<file path="src/rtl/stf_pkg.sv">
package stf_pkg;
  typedef enum logic {
    ST_IDLE = 1'b0,
    ST_BUSY = 1'b1
  } stf_state_e;
endpackage

</file>
<file path="src/rtl/stf_pkt_ctrl.sv">
module stf_pkt_ctrl #(
  parameter int BYTES  = 4,
  parameter int LEN_W  = 16,
  parameter int CNT_W  = LEN_W + 1,
  parameter int TAIL_W = $clog2(BYTES + 1)
) (
  input  logic              clk,
  input  logic              rst_n,
  input  logic              req_valid,
  input  logic [LEN_W-1:0]  req_len,
  input  logic              beat_take,
  output logic              req_ready,
  output logic              busy,
  output logic              final_beat,
  output logic [TAIL_W-1:0] tail_cnt
);
  import stf_pkg::*;

  stf_state_e        state_q, state_d;
  logic [CNT_W-1:0]  beats_q, beats_d;
  logic [TAIL_W-1:0] tail_q, tail_d;
  logic [CNT_W-1:0]  len_ext, rem, beats_calc;
  logic              accept;

  assign len_ext    = {1'b0, req_len};
  assign rem        = len_ext % CNT_W'(BYTES);
  assign beats_calc = (len_ext + CNT_W'(BYTES - 1)) / CNT_W'(BYTES);

  assign req_ready  = (state_q == ST_IDLE);
  assign busy       = (state_q == ST_BUSY);
  assign accept     = req_valid && req_ready && (req_len != '0);
  assign final_beat = (beats_q == CNT_W'(1));
  assign tail_cnt   = tail_q;

  always_comb begin
    state_d = state_q;
    beats_d = beats_q;
    tail_d  = tail_q;
    if (accept) begin
      state_d = ST_BUSY;
      beats_d = beats_calc;
      tail_d  = (rem == '0) ? TAIL_W'(BYTES) : TAIL_W'(rem);
    end else if (beat_take) begin
      beats_d = beats_q - CNT_W'(1);
      if (final_beat) state_d = ST_IDLE;
    end
  end

  always_ff @(posedge clk or negedge rst_n) begin
    if (!rst_n) begin
      state_q <= ST_IDLE;
      beats_q <= '0;
      tail_q  <= '0;
    end else begin
      state_q <= state_d;
      beats_q <= beats_d;
      tail_q  <= tail_d;
    end
  end
endmodule

</file>
<file path="src/rtl/stf_keep_gen.sv">
module stf_keep_gen #(
  parameter int BYTES  = 4,
  parameter int TAIL_W = $clog2(BYTES + 1)
) (
  input  logic              final_beat,
  input  logic [TAIL_W-1:0] tail_cnt,
  output logic [BYTES-1:0]  keep
);
  for (genvar i = 0; i < BYTES; i++) begin : g_lane
    assign keep[i] = !final_beat || (TAIL_W'(i) < tail_cnt);
  end
endmodule

</file>
<file path="src/rtl/stf_out_slice.sv">
module stf_out_slice #(
  parameter int BYTES  = 4,
  parameter int DATA_W = 8 * BYTES
) (
  input  logic              clk,
  input  logic              rst_n,
  input  logic              load,
  input  logic              pop,
  input  logic [DATA_W-1:0] data_in,
  input  logic [BYTES-1:0]  keep_in,
  input  logic              last_in,
  output logic              valid_q,
  output logic [DATA_W-1:0] data_q,
  output logic [BYTES-1:0]  keep_q,
  output logic              last_q
);
  logic valid_d;

  always_comb begin
    valid_d = valid_q;
    if (load)     valid_d = 1'b1;
    else if (pop) valid_d = 1'b0;
  end

  always_ff @(posedge clk or negedge rst_n) begin
    if (!rst_n) valid_q <= 1'b0;
    else        valid_q <= valid_d;
  end

  always_ff @(posedge clk or negedge rst_n) begin
    if (!rst_n) begin
      data_q <= '0;
      keep_q <= '0;
      last_q <= 1'b0;
    end else if (load) begin
      data_q <= data_in;
      keep_q <= keep_in;
      last_q <= last_in;
    end
  end
endmodule

</file>
<file path="src/rtl/host_stream_tail_fmt.sv">
module host_stream_tail_fmt #(
  parameter int BYTES = 4,
  parameter int LEN_W = 16
) (
  input  logic               clk,
  input  logic               rst_n,
  input  logic               enable,
  input  logic               req_valid,
  output logic               req_ready,
  input  logic [LEN_W-1:0]   req_len,
  input  logic               in_valid,
  output logic               in_ready,
  input  logic [8*BYTES-1:0] in_data,
  output logic               m_tvalid,
  input  logic               m_tready,
  output logic [8*BYTES-1:0] m_tdata,
  output logic [BYTES-1:0]   m_tkeep,
  output logic               m_tlast
);
  localparam int DATA_W = 8 * BYTES;
  localparam int CNT_W  = LEN_W + 1;
  localparam int TAIL_W = $clog2(BYTES + 1);

  logic              busy, final_beat, take, pop, space, vld_q;
  logic [TAIL_W-1:0] tail_cnt;
  logic [BYTES-1:0]  keep_nx;

  assign m_tvalid = vld_q && enable;
  assign pop      = m_tvalid && m_tready;
  assign space    = !vld_q || pop;
  assign in_ready = enable && busy && space;
  assign take     = in_valid && in_ready;

  stf_pkt_ctrl #(.BYTES(BYTES), .LEN_W(LEN_W), .CNT_W(CNT_W), .TAIL_W(TAIL_W)) u_ctrl (
    .clk        (clk),
    .rst_n      (rst_n),
    .req_valid  (req_valid),
    .req_len    (req_len),
    .beat_take  (take),
    .req_ready  (req_ready),
    .busy       (busy),
    .final_beat (final_beat),
    .tail_cnt   (tail_cnt)
  );

  stf_keep_gen #(.BYTES(BYTES), .TAIL_W(TAIL_W)) u_keep (
    .final_beat (final_beat),
    .tail_cnt   (tail_cnt),
    .keep       (keep_nx)
  );

  stf_out_slice #(.BYTES(BYTES), .DATA_W(DATA_W)) u_slice (
    .clk     (clk),
    .rst_n   (rst_n),
    .load    (take),
    .pop     (pop),
    .data_in (in_data),
    .keep_in (keep_nx),
    .last_in (final_beat),
    .valid_q (vld_q),
    .data_q  (m_tdata),
    .keep_q  (m_tkeep),
    .last_q  (m_tlast)
  );
endmodule

</file>
<file path="config.mk">
export PLATFORM = sky130hd
export DESIGN_NAME = host_stream_tail_fmt
export DESIGN_NICKNAME = d
export VERILOG_FILES = /design/src/rtl/stf_pkg.sv /design/src/rtl/stf_pkt_ctrl.sv /design/src/rtl/stf_keep_gen.sv /design/src/rtl/stf_out_slice.sv /design/src/rtl/host_stream_tail_fmt.sv
export SDC_FILE = /design/constraint.sdc
export NUM_CORES = 1
export LEC_CHECK = 0
export CORE_ASPECT_RATIO = 0.75
export CORE_MARGIN = 2
export CORE_UTILIZATION = 35
export CTS_CLUSTER_DIAMETER = 50
export CTS_CLUSTER_SIZE = 25
export DETAILED_ROUTE_END_ITERATION = 7
export PLACE_DENSITY_LB_ADDON = 0.08
export SETUP_SLACK_MARGIN = 0.4
export SYNTH_ARGS = -nofsm -noshare
export SYNTH_HDL_FRONTEND = slang
export SYNTH_SLANG_ARGS = --single-unit
export TNS_END_PERCENT = 5
</file>
<file path="constraint.sdc">
create_clock -name clk -period 1.72 [get_ports clk]
set_clock_uncertainty 0.05 [all_clocks]
set_input_delay 0.172 -clock clk [delete_from_list [all_inputs] [get_ports clk]]
set_output_delay 0.172 -clock clk [all_outputs]
set_load 0.05 [all_outputs]
</file>
==> out/qor.csv <==
stage,metric,value,unit
power_and_ir_drop,p_per_area,996,mW/mm2
drt,wirelength,8.23,mm
run_status,status,finished with violations,
placement,place.gp.congestion,0.816,
critical_path,cpPeakStageDelay,0.57,ns
placement,hpwl,5.74,mm
floorplanning,boundaryPins,94,
yosys,yosysSeqAreaShare,0.504,
drt,routed_via_density,4.77,
critical_path,crit_buf_inv,0,
clock_network,clockRootBuffer,clkbuf_8,
floorplanning,die_w,110,um
finish,final_layout_size_suffix_gt1_frac,0.406,
floorplanning,coreArea,0.00802,mm2
floorplanning,start_util,0.365,
floorplanning,design.die.area,0.00913,mm2
run,drv_cap,0,
clock_network,cts.sinks,59,
critical_path,slowest_stage,or4_4,
global_route,grt_pass1_vias,2699,
critical_path,path_delay_family,simple AND/OR/NAND/NOR gates,
critical_path,endpoint_kind,flip-flop,
clock_network,post_cts.repair.setup_buffers,0,
power_and_ir_drop,ir_drop,675,uV
global_route,gr-total-overflow,0,
yosys,syn_nets,373,
finish,num-fill-cells,738,
critical_path,setup.worst_path.start_class,flip-flop,
clock_network,cts_max_path_buffers,2,
global_route,grt_max_degree,60,
critical_path,criticalPathCategory,flip-flop to flip-flop,
sta,fmax,559,MHz
global_route,grt_use_total,0.187,
clock_network,cts_max_level,3,
power_and_ir_drop,power.total,0.00478,W
finish,syn_to_final_growth,63.8,%
sta,final.min_clock_period,1.79,ns
floorplanning,row_count,28,
worst_hold_path,hp-class,input pin to asynchronous set/reset pin,
clock_network,clk_latency,0.34,ns
floorplanning,die_y,83.3,um
power_and_ir_drop,p_comb_frac,0.359,
drt,drt_pass1_iterations,4,
global_route,grt_pass1_wl,13.3,mm
critical_path,worstPathMaxFanout,3,
yosys,ys.flop_type,dfrtp_1,
placement,placedCellCount,551,
finish,num_antenna_cells,0,
yosys,yosys_warnings,0,
finish,fin_nets,514,
sta,maxSlewHeadroom,0.718,
power_and_ir_drop,internal-power,0.00298,W
run_status,violations,negative setup slack,
power_and_ir_drop,p_leak,2.21,nW
placement,place_area,0.00431,mm2
drt,drc,0,
yosys,synthCells,317,
drt,vias,2702,
critical_path,worstPathCellList,or4_4 -> nor3_4 -> nand2b_1 -> or3_1 -> a21oi_2,
global_route,antenna_found_initial,0,
drt,ant_nets,0,
power_and_ir_drop,pwr-share-clk,0.253,
drt,wl_per_cell,14.5,um
yosys,synth_area,0.00293,mm2
yosys,async_flop_share,1.00,
yosys,synth_area_per_cell,9.25,um2
finish,fin_cells,566,
sta,drv_slew,0,
yosys,ys_seq_elements,59,
sta,fin_crit_sh,1.04,
clock_network,numCtsBuffers,9,
drt,initialDrtViolationCount,152,
power_and_ir_drop,seqPwrFrac,0.388,
sta,rsz0062_at_grt,yes,
sta,final-hold-violation-count,0,
yosys,synth_enable_flop_cells,0,
sta,tightestPinTransition,0.423,ns
power_and_ir_drop,p_switching,0.00180,W
sta,fin_ws,-0.0697,ns
power_and_ir_drop,switching_share,0.376,
critical_path,worstPathArrival,2.01,ns
placement,port-buffer-count,93,
finish,stdcell_area,0.00480,mm2
sta,finalSetupTns,-0.0707,ns
yosys,yosys.cell_types.count,44,
critical_path,critPathRequiredTime,1.94,ns
sta,setup_viol,2,
clock_network,cts_tree,done,
clock_network,clkTransAtPathRegs,0.06,ns
==> per-layer routing <==
| metal | routed length [um] | vias to the layer above | GRT usage |
|---|---|---|---|
| met5 | 0 | - | 0 |
| met4 | 71 | 0 | 0.0552 |
| met3 | 463 | 8 | 0.0604 |
| met2 | 3760 | 61 | 0.275 |
| met1 | 3930 | 1282 | 0.262 |
| li1 | - | 1351 | - |
==> synth_stat cells, types with 2 or more instances <==
master	instances	area share
a21oi_1	9	0.015
o2111a_1	2	0.0077
a21o_1	2	0.0051
nand3_1	8	0.014
buf_2	2	0.0034
o21ai_0	7	0.012
clkbuf_1	9	0.012
nand4b_1	3	0.0090
nand2b_1	2	0.0043
mux2i_1	8	0.027
a32o_1	2	0.0068
nand4_1	3	0.0064
dfrtp_1	59	0.50
nor4_4	3	0.022
nor3_1	7	0.012
xnor2_1	10	0.030
nor4_1	6	0.013
and2_1	2	0.0043
nor2_1	14	0.018
mux2_2	2	0.0077
inv_1	10	0.013
ha_1	2	0.0085
nand2_1	110	0.14
xor2_1	14	0.042
a22oi_1	2	0.0051
==> worst reg2reg max path, delay by kind of cell (launching register included) <==
family          cells  cell delay (ns)
simple gates        4             1.17
compound gates      1             0.12
flops               1             0.38
==> placed cells by master, fill, tap and decap left out, types with 5 or more instances in the layout <==
cell,count
buf_6,5
nor3_1,5
mux2i_1,8
a21oi_1,5
nand2_1,68
xnor2_1,10
dfrtp_1,57
buf_2,13
buf_4,64
nand3_1,7
clkdlybuf4s50_1,38
clkbuf_8,10
buf_12,6
nand2_4,15
xor2_1,14
nand2_2,27
nor2_1,13
dlygate4sd2_1,13
inv_1,6
==> power by group through the flow <==
stage / clock (W) / combinational, W / sequential (W)
after floorplan: 0 / 0.000418 / 0.00228
after global placement: 0 / 0.00158 / 0.00180
after detailed placement: 0 / 0.00159 / 0.00181
after CTS: 0.00126 / 0.00163 / 0.00181
after global routing: 0.00133 / 0.00183 / 0.00189
final: 0.00121 / 0.00172 / 0.00186
==> metrics by stage <==
stage	util	worst slack, ns	hold WS [ns]
2_1_floorplan	-	0.0265	-0.174
3_3_place_gp	0.537	-0.216	0.157
3_5_place_dp	0.537	-0.235	0.159
4_1_cts	0.579	-0.0679	0.285
5_1_grt	0.599	-0.126	0.305
6_report	0.599	-0.0697	0.298
==> state kept, by name, indices dropped and copies added, names as in the netlist <==
register	cells
u_ctrl.beats_q	17
u_ctrl.busy	1
u_ctrl.tail_cnt	3
u_slice.data_q	32
u_slice.keep_q	4
u_slice.last_q	1
u_slice.valid_q	1
==> timing repair <==
item	CTS	global route
pin swaps	32	71
resized for setup	95	90
hold endpoints to repair	59	0
setup endpoints to repair	75	73
hold buffers	1	0
==> path summary, 6_finish.rpt <==
check / start / depth (start not counted) / to / slack, ns
worst min register to register: u_slice.data_q[10]$_DFFE_PN0P_ / 2 / u_slice.data_q[10]$_DFFE_PN0P_ / 0.43
worst max-delay path: u_ctrl.beats_q[10]$_DFFE_PN0P_ / 5 / u_ctrl.beats_q[16]$_DFFE_PN0P_ / -0.07
worst min-delay path: rst_n / 3 / u_ctrl.beats_q[12]$_DFFE_PN0P_ / 0.30
min in group clk: in_data[4] / 3 / u_slice.data_q[4]$_DFFE_PN0P_ / 0.31
worst max register to register: u_ctrl.beats_q[10]$_DFFE_PN0P_ / 5 / u_ctrl.beats_q[16]$_DFFE_PN0P_ / -0.07
max in group asynchronous: rst_n / 3 / u_ctrl.beats_q[6]$_DFFE_PN0P_ / 1.01
==> cell families after synthesis <==
| kind of cell | share of synthesized area |
|---|---|
| adders and majority gates | 0.00853 |
| AOI/OAI and AO/OA | 0.0777 |
| and+or+nand+nor | 0.271 |
| buffers and inverters | 0.0329 |
| muxes | 0.0350 |
| DFF | 0.504 |
| xor gates and xnor gates | 0.0717 |
==> layout make-up <==
class	instances	area, um2	area share
multi-input cells	235	1710	0.355
flip-flops and latches	59	1480	0.308
repair buffers	143	1260	0.263
clock buffers	11	141	0.0294
well taps	105	131	0.0274
clock inverters	3	40.0	0.00834
inverters	10	40.0	0.00834
Note: power is estimated with default switching activity, not from simulation.
